[config.mk]
export PLATFORM = sky130hd
export DESIGN_NAME = isq_sequencer
export DESIGN_NICKNAME = d
export VERILOG_FILES = /design/src/rtl/isq_pkg.sv /design/src/rtl/isq_req_latch.sv /design/src/rtl/isq_uop_rom.sv /design/src/rtl/isq_datapath.sv /design/src/rtl/isq_sequencer.sv
export SDC_FILE = /design/constraint.sdc
export NUM_CORES = 1
export LEC_CHECK = 0
export ABC_CLOCK_PERIOD_IN_PS = 7400
export BUFFER_PORTS_ARGS = -buffer_cell sky130_fd_sc_hd__buf_2
export CAP_MARGIN = 0
export CORE_MARGIN = 2
export CORE_UTILIZATION = 30
export CTS_BUF_LIST = sky130_fd_sc_hd__clkbuf_8
export DETAILED_ROUTE_END_ITERATION = 8
export HOLD_SLACK_MARGIN = 0.12
export PLACE_DENSITY = 0.47
export SYNTH_ARGS = -nofsm -noshare
export SYNTH_HDL_FRONTEND = slang
export SYNTH_SLANG_ARGS = --single-unit
export TNS_END_PERCENT = 100
[constraint.sdc]
create_clock -name clk_i -period 7.4 [get_ports clk_i]
set_input_delay 1.48 -clock clk_i [delete_from_list [all_inputs] [get_ports clk_i]]
set_output_delay 1.48 -clock clk_i [all_outputs]
set_load 0.01 [all_outputs]
[src/rtl/isq_pkg.sv]
package isq_pkg;
  localparam int DW     = 8;
  localparam int AW     = 16;
  localparam int CMD_W  = 6;
  localparam int STEP_W = 3;
  localparam int N_REQ  = 2;

  localparam int CMD_RESET = 0;
  localparam int CMD_POLL  = 1;
  localparam int CMD_BRK   = 2;
  localparam int CMD_CALL  = 3;
  localparam int CMD_RET   = 4;
  localparam int CMD_RTI   = 5;

  localparam int REQ_NMI = 0;
  localparam int REQ_IRQ = 1;

  localparam int ST_I = 2;
  localparam int ST_B = 4;
  localparam int ST_U = 5;
  localparam logic [DW-1:0] I_MASK  = DW'(1) << ST_I;
  localparam logic [DW-1:0] B_MASK  = DW'(1) << ST_B;
  localparam logic [DW-1:0] BU_MASK = (DW'(1) << ST_B) | (DW'(1) << ST_U);

  typedef enum logic [2:0] {
    SEQ_NONE, SEQ_RESET, SEQ_NMI, SEQ_IRQ, SEQ_BRK, SEQ_CALL, SEQ_RET, SEQ_RTI
  } seq_e;

  typedef enum logic [3:0] {
    UOP_END, UOP_PUSH_PCH, UOP_PUSH_PCL, UOP_PUSH_ST,
    UOP_PULL_PCL, UOP_PULL_PCH, UOP_PULL_ST, UOP_VEC_LO, UOP_VEC_HI
  } uop_e;

  typedef enum logic [1:0] {CAP_NONE, CAP_PCL, CAP_PCH, CAP_ST} cap_e;
endpackage

[src/rtl/isq_req_latch.sv]
module isq_req_latch #(
  parameter int N = 2
) (
  input  logic         clk_i,
  input  logic         rst_ni,
  input  logic [N-1:0] set_i,
  input  logic [N-1:0] clr_i,
  output logic [N-1:0] pend_o
);
  for (genvar g = 0; g < N; g++) begin : g_req
    logic pend_q;
    always_ff @(posedge clk_i or negedge rst_ni) begin
      if (!rst_ni) pend_q <= 1'b0;
      else         pend_q <= (pend_q & ~clr_i[g]) | set_i[g];
    end
    assign pend_o[g] = pend_q;


    set_wins_chk: assert property (@(posedge clk_i) disable iff (!rst_ni)
      set_i[g] |=> pend_o[g]);

    clr_drops_chk: assert property (@(posedge clk_i) disable iff (!rst_ni)
      (clr_i[g] && !set_i[g]) |=> !pend_o[g]);
  end
endmodule

[src/rtl/isq_uop_rom.sv]
module isq_uop_rom
  import isq_pkg::*;
(
  input  seq_e              kind_i,
  input  logic [STEP_W-1:0] step_i,
  output uop_e              uop_o
);
  always_comb begin
    uop_o = UOP_END;
    case (kind_i)
      SEQ_RESET: case (step_i)
        3'd0:    uop_o = UOP_VEC_LO;
        3'd1:    uop_o = UOP_VEC_HI;
        default: uop_o = UOP_END;
      endcase
      SEQ_NMI, SEQ_IRQ, SEQ_BRK: case (step_i)
        3'd0:    uop_o = UOP_PUSH_PCH;
        3'd1:    uop_o = UOP_PUSH_PCL;
        3'd2:    uop_o = UOP_PUSH_ST;
        3'd3:    uop_o = UOP_VEC_LO;
        3'd4:    uop_o = UOP_VEC_HI;
        default: uop_o = UOP_END;
      endcase
      SEQ_CALL: case (step_i)
        3'd0:    uop_o = UOP_PUSH_PCH;
        3'd1:    uop_o = UOP_PUSH_PCL;
        default: uop_o = UOP_END;
      endcase
      SEQ_RET: case (step_i)
        3'd0:    uop_o = UOP_PULL_PCL;
        3'd1:    uop_o = UOP_PULL_PCH;
        default: uop_o = UOP_END;
      endcase
      SEQ_RTI: case (step_i)
        3'd0:    uop_o = UOP_PULL_ST;
        3'd1:    uop_o = UOP_PULL_PCL;
        3'd2:    uop_o = UOP_PULL_PCH;
        default: uop_o = UOP_END;
      endcase
      default: uop_o = UOP_END;
    endcase
  end
endmodule

[src/rtl/isq_datapath.sv]
module isq_datapath
  import isq_pkg::*;
#(
  parameter logic [DW-1:0] STACK_PAGE = 8'h01,
  parameter logic [DW-1:0] RST_SP     = 8'hFD,
  parameter logic [DW-1:0] RST_STATUS = 8'h34,
  parameter logic [AW-1:0] VEC_NMI    = 16'hFFFA,
  parameter logic [AW-1:0] VEC_RST    = 16'hFFFC,
  parameter logic [AW-1:0] VEC_IRQ    = 16'hFFFE
) (
  input  logic          clk_i,
  input  logic          rst_ni,
  input  logic          load_i,
  input  seq_e          load_kind_i,
  input  logic          active_i,
  input  seq_e          kind_i,
  input  uop_e          uop_i,
  input  logic [AW-1:0] pc_i,
  input  logic [DW-1:0] status_i,
  input  logic [AW-1:0] target_i,
  input  logic [DW-1:0] mem_rdata_i,
  output logic [AW-1:0] mem_addr_o,
  output logic [DW-1:0] mem_wdata_o,
  output logic          mem_we_o,
  output logic [AW-1:0] pc_o,
  output logic [DW-1:0] status_o,
  output logic [DW-1:0] sp_o
);
  logic [AW-1:0] pc_q, pc_cap, tgt_q, vec_base;
  logic [DW-1:0] st_q, st_cap, sp_q, sp_inc;
  cap_e          cap_q, cap_d;

  assign sp_inc = sp_q + 8'd1;

  always_comb begin
    case (kind_i)
      SEQ_RESET: vec_base = VEC_RST;
      SEQ_NMI:   vec_base = VEC_NMI;
      default:   vec_base = VEC_IRQ;
    endcase
  end

  // merge the byte read in the previous cycle
  always_comb begin
    pc_cap = pc_q;
    st_cap = st_q;
    case (cap_q)
      CAP_PCL: pc_cap[7:0]  = mem_rdata_i;
      CAP_PCH: pc_cap[15:8] = mem_rdata_i;
      CAP_ST:  st_cap       = mem_rdata_i | BU_MASK;
      default: ;
    endcase
  end

  always_comb begin
    mem_addr_o  = {STACK_PAGE, sp_q};
    mem_wdata_o = '0;
    mem_we_o    = 1'b0;
    cap_d       = CAP_NONE;
    if (active_i) begin
      case (uop_i)
        UOP_PUSH_PCH: begin mem_we_o = 1'b1; mem_wdata_o = pc_q[15:8]; end
        UOP_PUSH_PCL: begin mem_we_o = 1'b1; mem_wdata_o = pc_q[7:0];  end
        UOP_PUSH_ST: begin
          mem_we_o    = 1'b1;
          mem_wdata_o = (kind_i == SEQ_BRK) ? (st_q | BU_MASK) : (st_q & ~B_MASK);
        end
        UOP_PULL_ST:  begin mem_addr_o = {STACK_PAGE, sp_inc}; cap_d = CAP_ST;  end
        UOP_PULL_PCL: begin mem_addr_o = {STACK_PAGE, sp_inc}; cap_d = CAP_PCL; end
        UOP_PULL_PCH: begin mem_addr_o = {STACK_PAGE, sp_inc}; cap_d = CAP_PCH; end
        UOP_VEC_LO:   begin mem_addr_o = vec_base;             cap_d = CAP_PCL; end
        UOP_VEC_HI:   begin mem_addr_o = vec_base + 16'd1;     cap_d = CAP_PCH; end
        default: ;
      endcase
    end
  end

  always_ff @(posedge clk_i or negedge rst_ni) begin
    if (!rst_ni) begin
      pc_q  <= '0;
      tgt_q <= '0;
      st_q  <= RST_STATUS;
      sp_q  <= RST_SP;
      cap_q <= CAP_NONE;
    end else begin
      cap_q <= cap_d;
      if (load_i) begin
        tgt_q <= target_i;
        case (load_kind_i)
          SEQ_CALL: pc_q <= pc_i - 16'd1;
          SEQ_BRK:  pc_q <= pc_i + 16'd1;
          default:  pc_q <= pc_i;
        endcase
        if (load_kind_i == SEQ_RESET) begin
          st_q <= RST_STATUS;
          sp_q <= RST_SP;
        end else begin
          st_q <= status_i;
        end
      end else begin
        pc_q <= pc_cap;
        st_q <= st_cap;
        if (active_i) begin
          case (uop_i)
            UOP_PUSH_PCH, UOP_PUSH_PCL: sp_q <= sp_q - 8'd1;
            UOP_PUSH_ST: begin
              sp_q <= sp_q - 8'd1;
              if (kind_i == SEQ_IRQ || kind_i == SEQ_BRK) st_q <= st_q | I_MASK;
            end
            UOP_PULL_ST, UOP_PULL_PCL, UOP_PULL_PCH: sp_q <= sp_inc;
            UOP_END: begin
              if (kind_i == SEQ_CALL)     pc_q <= tgt_q;
              else if (kind_i == SEQ_RET) pc_q <= pc_cap + 16'd1;
            end
            default: ;
          endcase
        end
      end
    end
  end

  assign pc_o     = pc_q;
  assign status_o = st_q;
  assign sp_o     = sp_q;


  push_sp_dec_chk: assert property (@(posedge clk_i) disable iff (!rst_ni)
    mem_we_o |=> (sp_o == $past(sp_o) - 8'd1));

  pull_sp_inc_chk: assert property (@(posedge clk_i) disable iff (!rst_ni)
    (active_i && (uop_i == UOP_PULL_PCL || uop_i == UOP_PULL_PCH || uop_i == UOP_PULL_ST))
      |=> (sp_o == $past(sp_o) + 8'd1));

  rti_force_chk: assert property (@(posedge clk_i) disable iff (!rst_ni)
    (active_i && uop_i == UOP_PULL_ST) |=> ##1 ((status_o & BU_MASK) == BU_MASK));
endmodule

[src/rtl/isq_sequencer.sv]
module isq_sequencer
  import isq_pkg::*;
#(
  parameter logic [DW-1:0] STACK_PAGE = 8'h01,
  parameter logic [DW-1:0] RST_SP     = 8'hFD,
  parameter logic [DW-1:0] RST_STATUS = 8'h34,
  parameter logic [AW-1:0] VEC_NMI    = 16'hFFFA,
  parameter logic [AW-1:0] VEC_RST    = 16'hFFFC,
  parameter logic [AW-1:0] VEC_IRQ    = 16'hFFFE
) (
  input  logic             clk_i,
  input  logic             rst_ni,
  input  logic [CMD_W-1:0] cmd_i,
  input  logic             nmi_i,
  input  logic             irq_i,
  input  logic [AW-1:0]    pc_i,
  input  logic [DW-1:0]    status_i,
  input  logic [AW-1:0]    target_i,
  output logic [AW-1:0]    mem_addr_o,
  output logic [DW-1:0]    mem_wdata_o,
  output logic             mem_we_o,
  input  logic [DW-1:0]    mem_rdata_i,
  output logic [AW-1:0]    pc_o,
  output logic [DW-1:0]    status_o,
  output logic [DW-1:0]    sp_o,
  output logic             busy_o,
  output logic             done_o
);
  logic              active_q, done_q, cmd_ok;
  seq_e              kind_q, kind_d;
  logic [STEP_W-1:0] step_q;
  uop_e              uop;
  logic [N_REQ-1:0]  req_set, req_clr, pend;

  function automatic logic is_onehot(input logic [CMD_W-1:0] v);
    return (v != '0) && ((v & (v - CMD_W'(1))) == '0);
  endfunction

  assign cmd_ok = !active_q && is_onehot(cmd_i);

  always_comb begin
    kind_d = SEQ_NONE;
    if (cmd_i[CMD_RESET]) kind_d = SEQ_RESET;
    else if (cmd_i[CMD_POLL]) begin
      if (pend[REQ_NMI])                        kind_d = SEQ_NMI;
      else if (pend[REQ_IRQ] && !status_i[ST_I]) kind_d = SEQ_IRQ;
    end
    else if (cmd_i[CMD_BRK])  kind_d = SEQ_BRK;
    else if (cmd_i[CMD_CALL]) kind_d = SEQ_CALL;
    else if (cmd_i[CMD_RET])  kind_d = SEQ_RET;
    else if (cmd_i[CMD_RTI])  kind_d = SEQ_RTI;
  end

  assign req_set[REQ_NMI] = nmi_i;
  assign req_set[REQ_IRQ] = irq_i;
  assign req_clr[REQ_NMI] = cmd_ok && (kind_d == SEQ_NMI);
  assign req_clr[REQ_IRQ] = cmd_ok && (kind_d == SEQ_IRQ);

  isq_req_latch #(.N(N_REQ)) u_req (
    .clk_i  (clk_i),
    .rst_ni (rst_ni),
    .set_i  (req_set),
    .clr_i  (req_clr),
    .pend_o (pend)
  );

  isq_uop_rom u_rom (
    .kind_i (kind_q),
    .step_i (step_q),
    .uop_o  (uop)
  );

  always_ff @(posedge clk_i or negedge rst_ni) begin
    if (!rst_ni) begin
      active_q <= 1'b0;
      kind_q   <= SEQ_NONE;
      step_q   <= '0;
      done_q   <= 1'b0;
    end else begin
      done_q <= active_q && (uop == UOP_END);
      if (cmd_ok) begin
        active_q <= 1'b1;
        kind_q   <= kind_d;
        step_q   <= '0;
      end else if (active_q) begin
        if (uop == UOP_END) active_q <= 1'b0;
        else                step_q   <= step_q + 1'b1;
      end
    end
  end

  isq_datapath #(
    .STACK_PAGE (STACK_PAGE),
    .RST_SP     (RST_SP),
    .RST_STATUS (RST_STATUS),
    .VEC_NMI    (VEC_NMI),
    .VEC_RST    (VEC_RST),
    .VEC_IRQ    (VEC_IRQ)
  ) u_dp (
    .clk_i       (clk_i),
    .rst_ni      (rst_ni),
    .load_i      (cmd_ok),
    .load_kind_i (kind_d),
    .active_i    (active_q),
    .kind_i      (kind_q),
    .uop_i       (uop),
    .pc_i        (pc_i),
    .status_i    (status_i),
    .target_i    (target_i),
    .mem_rdata_i (mem_rdata_i),
    .mem_addr_o  (mem_addr_o),
    .mem_wdata_o (mem_wdata_o),
    .mem_we_o    (mem_we_o),
    .pc_o        (pc_o),
    .status_o    (status_o),
    .sp_o        (sp_o)
  );

  assign busy_o = active_q;
  assign done_o = done_q;


  nmi_first_chk: assert property (@(posedge clk_i) disable iff (!rst_ni)
    (cmd_ok && cmd_i[CMD_POLL] && pend[REQ_NMI]) |=> (kind_q == SEQ_NMI));

  irq_masked_chk: assert property (@(posedge clk_i) disable iff (!rst_ni)
    (cmd_ok && cmd_i[CMD_POLL] && !pend[REQ_NMI] && status_i[ST_I]) |=> (kind_q == SEQ_NONE));

  done_pulse_chk: assert property (@(posedge clk_i) disable iff (!rst_ni)
    done_o |=> !done_o);

  we_busy_chk: assert property (@(posedge clk_i) disable iff (!rst_ni)
    mem_we_o |-> busy_o);

  busy_hold_chk: assert property (@(posedge clk_i) disable iff (!rst_ni)
    (busy_o && !(uop == UOP_END)) |=> busy_o);
endmodule

# Yosys cells after proc, flatten, opt, wreduce, memory -nomap -nowiden
# Cells that the tools add are included.
dict set report totals {
  out_inout_bits 59
  ramBits 0
  reg_bits 60
  latch_bits 0
  inputBits 58
  rom_bits 0
  n_memories 0
  wordCells 127
}
dict set report classes {
  reduce_logical 22
  n_shift 0
  bitwise_logic 7
  n_mux 48
  n_addsub 8
  mul 0
  eq_ne 30
  div_mod_pow 0
  n_lt_le_gt_ge 0
}
# op n
set op_table {}
lappend op_table {{16-bit 2-to-1 mux} 6}
lappend op_table {{8-bit 2-to-1 mux} 12}
lappend op_table {{16-bit by 1-bit adder with 16-bit output (second input constant)} 3}
lappend op_table {{16-bit one-hot mux with 3 select lines} 1}
lappend op_table {{4-bit one-hot mux with 5 select lines} 2}
lappend op_table {{16-bit one-hot mux with 2 select lines} 1}
lappend op_table {{3-bit 2-to-1 mux} 9}
lappend op_table {{8-bit one-hot mux with 3 select lines} 1}
lappend op_table {{3-bit == test (second input constant)} 7}
lappend op_table {{3-bit by 2-bit == test with 1-bit output (second input constant)} 6}
lappend op_table {{4-bit by 3-bit == test with 1-bit output (second input constant)} 4}
lappend op_table {{8-bit one-hot mux with 2 select lines} 1}
lappend op_table {{16-bit by 1-bit subtractor with 16-bit output (second input constant)} 1}
lappend op_table {{3-bit one-hot mux with 2 select lines} 2}
lappend op_table {{3-bit by 1-bit == test with 1-bit output (second input constant)} 3}
lappend op_table {{3-bit one-hot mux with 3 select lines} 1}
lappend op_table {{3-bit OR reduction} 3}
lappend op_table {{8-bit by 1-bit adder with 8-bit output (second input constant)} 1}
lappend op_table {{4-bit by 2-bit == test with 1-bit output (second input constant)} 2}
lappend op_table {{4-bit one-hot mux with 2 select lines} 1}
lappend op_table {{8-bit by 1-bit subtractor with 8-bit output (second input constant)} 1}
lappend op_table {{6-bit AND} 1}
lappend op_table {{1-bit logical AND} 6}
lappend op_table {{6-bit zero test} 1}
lappend op_table {{other kinds (27)} 39}

# Depth between registers and ports, before layout
dict set report depth {
  ltp_word 11
  ltp_mapped 14
  depth_no_buf 14
}

# Modules after synthesis
# From an unflattened synthesis, not the netlist that was laid out.
dict set report unflattened {
  hier_cells 655
  hier_area_um2 5385.2
}
# mod seq_area_each_um2 instances cells_each area_per_inst_um2
set by_module_without_submodules {}
lappend by_module_without_submodules {isq_datapath 1263.7 1 565 4600.7}
lappend by_module_without_submodules {isq_sequencer 200.2 1 50 486.7}
lappend by_module_without_submodules {isq_uop_rom 0.0 1 32 210.2}
lappend by_module_without_submodules {isq_req_latch 50.0 1 8 87.6}

# Worst setup path before layout
# Ideal clock, no wire load.
dict set report synth_timing {
  path_type {input to register}
  from {in cmd_i[0]}
  to {reg u_dp.pc_q[14] (netlist: u_dp.pc_o[14])}
  t_required_ns 7.276
  setup_time_ns 0.124
  setup_slack_ns 2.614
  path_buffers 1
  arrival_ns 4.662
  stages 11
  path_cell_list {clkbuf_1 -> nor3_1 -> nand2_1 -> ha_1 -> nor2b_1 -> o31a_1 -> o2111ai_1 -> a21boi_0 -> a221oi_1 -> xnor2_1 -> a211o_1}
}
dict set report synth_via {
  elab_chain_cells 6
  elab_cells_between_ends 11
  cone_classes {add/sub (1); eq/ne (2); mux (3); bitwise (1); reduce/logical (4)}
}
# element line
set synth_rtl {}
lappend synth_rtl {{from (decl)} isq_sequencer.sv:13} ;# input logic [CMD_W-1:0] cmd_i,
lappend synth_rtl {{6-bit by 1-bit subtractor with 6-bit output} isq_sequencer.sv:36} ;# return (v != '0) && ((v & (v - CMD_W'(1))) == '0);
lappend synth_rtl {{6-bit AND} isq_sequencer.sv:36}
lappend synth_rtl {{6-bit zero test} isq_sequencer.sv:36}
lappend synth_rtl {{1-bit logical AND} isq_sequencer.sv:36}
lappend synth_rtl {{1-bit logical AND} isq_sequencer.sv:39} ;# assign cmd_ok = !active_q && is_onehot(cmd_i);
lappend synth_rtl {{16-bit 2-to-1 mux *} isq_datapath.sv:87} ;# if (load_i) begin
lappend synth_rtl {{to (signal assigned)} isq_datapath.sv:90} ;# SEQ_CALL: pc_q <= pc_i - 16'd1;
lappend synth_rtl {{to (signal assigned)} isq_datapath.sv:91} ;# SEQ_BRK: pc_q <= pc_i + 16'd1;
lappend synth_rtl {{to (signal assigned)} isq_datapath.sv:92} ;# default: pc_q <= pc_i;
lappend synth_rtl {{to (decl)} isq_datapath.sv:29} ;# logic [AW-1:0] pc_q, pc_cap, tgt_q, vec_base;
# Every way passes the cells marked *; elsewhere a longest branch is shown, timed or not.
# A chain may end at the register's enable or synchronous reset.

# Worst setup path in the final report
# Ends and elaborated chain as after synthesis.

==> results_tabular.tex <==
\begin{tabular}{lr}
\hline
Metric & Value \\
\hline
\multicolumn{2}{l}{\textbf{Run status}} \\
Status & complete, no violations \\
\multicolumn{2}{l}{\textbf{Floorplanning}} \\
Floorplan die height & approximately 140 um \\
\# IOs & about 120 \\
Total number of placement rows & 48 \\
Die Span X & about 140 um \\
Starting density of the core & 0.3071 \\
DIE AREA & $\sim$19,000 um\^{}2 \\
Core footprint & 17,360 um\^{}2 \\
\multicolumn{2}{l}{\textbf{Pwr}} \\
Largest vdd supply drop & 0.1867 mV \\
Portion of total power attributed to the clock network & 0.129 \\
Cell area power density & approximately 390 nW/um\^{}2 \\
Leakage power figure & 0.002876 uW \\
Logic pwr share & 0.572 \\
Internal power & $\sim$1200 uW \\
Reported net switching power & roughly 1200 uW \\
Sequential share of power & 0.299 \\
Sw Ratio & 0.5067 \\
\multicolumn{2}{l}{\textbf{Timing}} \\
Unrepaired setup endpoints after global routing & false \\
Final hold violation count & 0 \\
Part of the cycle the worst path needs & 0.7058 \\
Maximum frequency from static timing analysis & $\sim$190 MHz \\
Fin Clk Skew & 0.01161 ns \\
Endpoints failing setup & 0 \\
Least-Margin Pin Slew & 1.092 ns \\
Setup slack after layout & roughly 2.2 ns \\
Hold slack & 0.4799 ns \\
Max-slew headroom & 0.2661 \\
Aggregate negative setup slack & 0 ns \\
Max-slew violation count & 0 \\
Post-layout minimum cycle time & 5.223 ns \\
\multicolumn{2}{l}{\textbf{Place}} \\
Post-DP HPWL & 14.28 mm \\
IO Port Bufs & $\sim$120 \\
Cells after DPL & approximately 1,000 \\
Setup slack after placement & between 1.5 and 2 ns \\
Global placer's final weighted congestion & roughly 0.9 \\
\multicolumn{2}{l}{\textbf{Finish}} \\
Most common cell after layout, fill and taps aside & buf\_2 \\
Synth-to-Final Area Change & 16.46\% \\
Count of non-filler cells in the finished layout & 993 \\
Commonest non-fill, non-tap cells in the layout & buf\_2 (115), nand2\_1 (109), a21oi\_1 (52) \\
Share of final-layout standard cells stronger than drive strength 1 & 0.2148 \\
Final \#Nets & between 800 and 900 \\
Number of diodes added for antenna fixing & 0 \\
\multicolumn{2}{l}{\textbf{Clock tree}} \\
Num CTS Buffers & 9 \\
Clock latency reported for the late side of the worst-skew pair & roughly 0.37 ns \\
Post-CTS setup buffer count & 0 \\
Number of H-tree branching levels & 3 \\
Clock buffer depth & 2 \\
Clock-pin transition on the worst setup and hold timing paths & 0.08 ns \\
Clock tree from TritonCTS & done \\
Number of buffers inserted by hold repair at cts & 0 \\
Root cell of the clock tree & clkbuf\_8 \\
Post-CTS sizing & 0 \\
CTS Sinks & 60 \\
\multicolumn{2}{l}{\textbf{GRT}} \\
Wire length of the first global-routing pass & 29.45 mm \\
Antenna violations before repair & 0 \\
Maximum number of pins on one net before global-route repair & about 60 \\
Number of global-route vias before repair & about 5.4k \\
Global routing usage summed across all routing layers & 0.2051 \\
GRT overflow & 0 \\
\multicolumn{2}{l}{\textbf{Routing}} \\
Routed length per placed instance & between 15 and 20 um \\
Drt initial violations & between 400 and 500 \\
Number of vias after detailed routing & $\sim$5.6k \\
Initial DRT Pass Iterations & 6 \\
Via count normalized by instance count & between 5 and 6 \\
Total Routed Length & about 19 mm \\
Routed Antenna Nets & 0 \\
Residual DRC & 0 \\
\multicolumn{2}{l}{\textbf{Critical path}} \\
Critical path arrival & between 5 and 6 ns \\
CP startpoint kind & input pin \\
Crit path capture type & flop \\
Worst Path Class, Setup & input pin to flop \\
Maximum fanout along the worst path & 15 \\
Crit path required time & 7.66 ns \\
\multicolumn{2}{l}{\textbf{Logic synthesis}} \\
Number of warnings reported in the yosys synthesis log & 0 \\
Portion of the post-synthesis area used by sequential elements & 0.2840 \\
Asr flop ratio synth & 1.000 \\
Per-instance average area after synthesis & 7.850 um\^{}2 \\
Top\_reg\_cell synth & dfrtp\_1 \\
Library cells used by synthesis & around 80 \\
Cell area after synthesis & $\sim$5300 um\^{}2 \\
Register bit total from synthesis & 60 \\
Cell count after synthesis & slightly below 700 \\
Synthesized Nets & 760 \\
Number of synthesized flops with an enable pin & 0 \\
\multicolumn{2}{l}{\textbf{Flow run}} \\
Number of maximum-capacitance violations & 0 \\
\multicolumn{2}{l}{\textbf{Hold path}} \\
Worst min path class & flop to flop \\
\hline
\end{tabular}
## critical path, cell delays in order
cell       delay, ns
buf_2           0.18
nor3_1          0.90
nand2_1         0.69
ha_1            0.56
nor2b_1         0.18
o31a_1          0.30
o2111ai_1       0.26
a21boi_0        0.20
a221oi_1        0.38
xnor2_1         0.11
a211o_1         0.26
## final timing paths
path / start / to / slack, ns / cells after the start
max in group asynchronous: rst_ni / u_dp.pc_o[6] / 5.59 / 2
worst max-delay path: cmd_i[0] / u_dp.pc_o[14] / 2.18 / 11
worst max register to register: u_req.g_req[1].pend_q / u_dp.pc_o[14] / 3.67 / 13
worst min register to register: u_dp.tgt_q[3] / u_dp.tgt_q[3] / 0.48 / 2
worst min-delay path: u_dp.tgt_q[3] / u_dp.tgt_q[3] / 0.48 / 2
min in group asynchronous: rst_ni / step_q[2] / 1.27 / 2
## through the flow
step	util	power [uW]	area, um^2
after floorplan	-	1631	5330
after global placement	0.3459	2094	6005
after detailed placement	0.3459	2105	6005
after CTS	0.3576	2426	6207
after global routing	0.3576	2622	6207
final	0.3576	2429	6207
## power by group through the flow
| stage | sequential (uW) | combinational (uW) | clock, uW |
|---|---|---|---|
| after floorplan | 641 | 990 | 0 |
| after global placement | 729 | 1360 | 0 |
| after detailed placement | 727 | 1380 | 0 |
| after CTS | 721 | 1380 | 320 |
| after global routing | 748 | 1540 | 334 |
| final | 726 | 1390 | 313 |
## cell usage after synthesis (4+ instances only)
cell       count  area, um^2
ha_1          22       275.3
o22ai_1       12       75.07
o211ai_1      12       90.09
o21a_1         6       45.04
nor2_1        49       183.9
nor3_1        14       70.07
nor3b_1        4       30.03
nand2_1      109       409.1
buf_2          5       25.02
a21oi_1       52       260.3
a2bb2oi_1      5       43.79
inv_1         19       71.32
dfrtp_1       50        1251
buf_4         11       82.58
clkbuf_1      28       105.1
nand2b_1       6       37.54
nor2b_1        8       50.05
o21ai_0       50       250.2
dfstp_2       10       262.8
a221oi_1       9       78.83
mux2_2         7       78.83
o22a_1         5       43.79
a211o_1        4       35.03
nand4b_1       4       35.03
or3_1          4       25.02
nand3_1       17       85.08
mux2i_1       25       250.2
a31oi_1        4       25.02
xnor2_1        7       61.31
a211oi_1       6       45.04
and3_1        10       62.56
xor2_1         9       78.83
nand3b_1       6       45.04
o31ai_1        6       45.04
o2111ai_1      4       35.03
a21o_1        13       97.59
## state kept, by name, summed over array words and instances, names as in the netlist
name,count
u_dp.pc_o,16
u_dp.tgt_q,16
u_req.g_req.pend_q,2
kind_q,3
done_o,1
busy_o,1
u_dp.status_o,8
u_dp.cap_q,2
step_q,3
u_dp.sp_o,8
## logic make-up after synthesis
family | count (synthesis) | synth area share
and+or+nand+nor | 250 | 0.2247
AOI/OAI and AO/OA | 229 | 0.2904
buffers and inverters | 68 | 0.05681
DFF | 60 | 0.2840
muxes | 32 | 0.06174
adders and majority gates | 23 | 0.05540
xor gates and xnor gates | 16 | 0.02629
other | 1 | 0.0007035
## final cells by class
| class | count | area (um^2) |
|---|---|---|
| clock buffer | 11 | 151.4 |
| inverter | 22 | 82.58 |
| timing repair buffer | 119 | 605.6 |
| tap | 225 | 281.5 |
| fill | 1862 | 11150 |
| multi-input combinational | 551 | 3521 |
| clock inverter | 5 | 51.30 |
| sequential | 60 | 1514 |
## routing by layer
metal / GRT usage / part of all wire
met1: 0.2704 / 0.44
met2: 0.3383 / 0.47
met3: 0.03679 / 0.061
met4: 0.06816 / 0.024
met5: 0 / 0
Power figures use the tool's default switching activity.
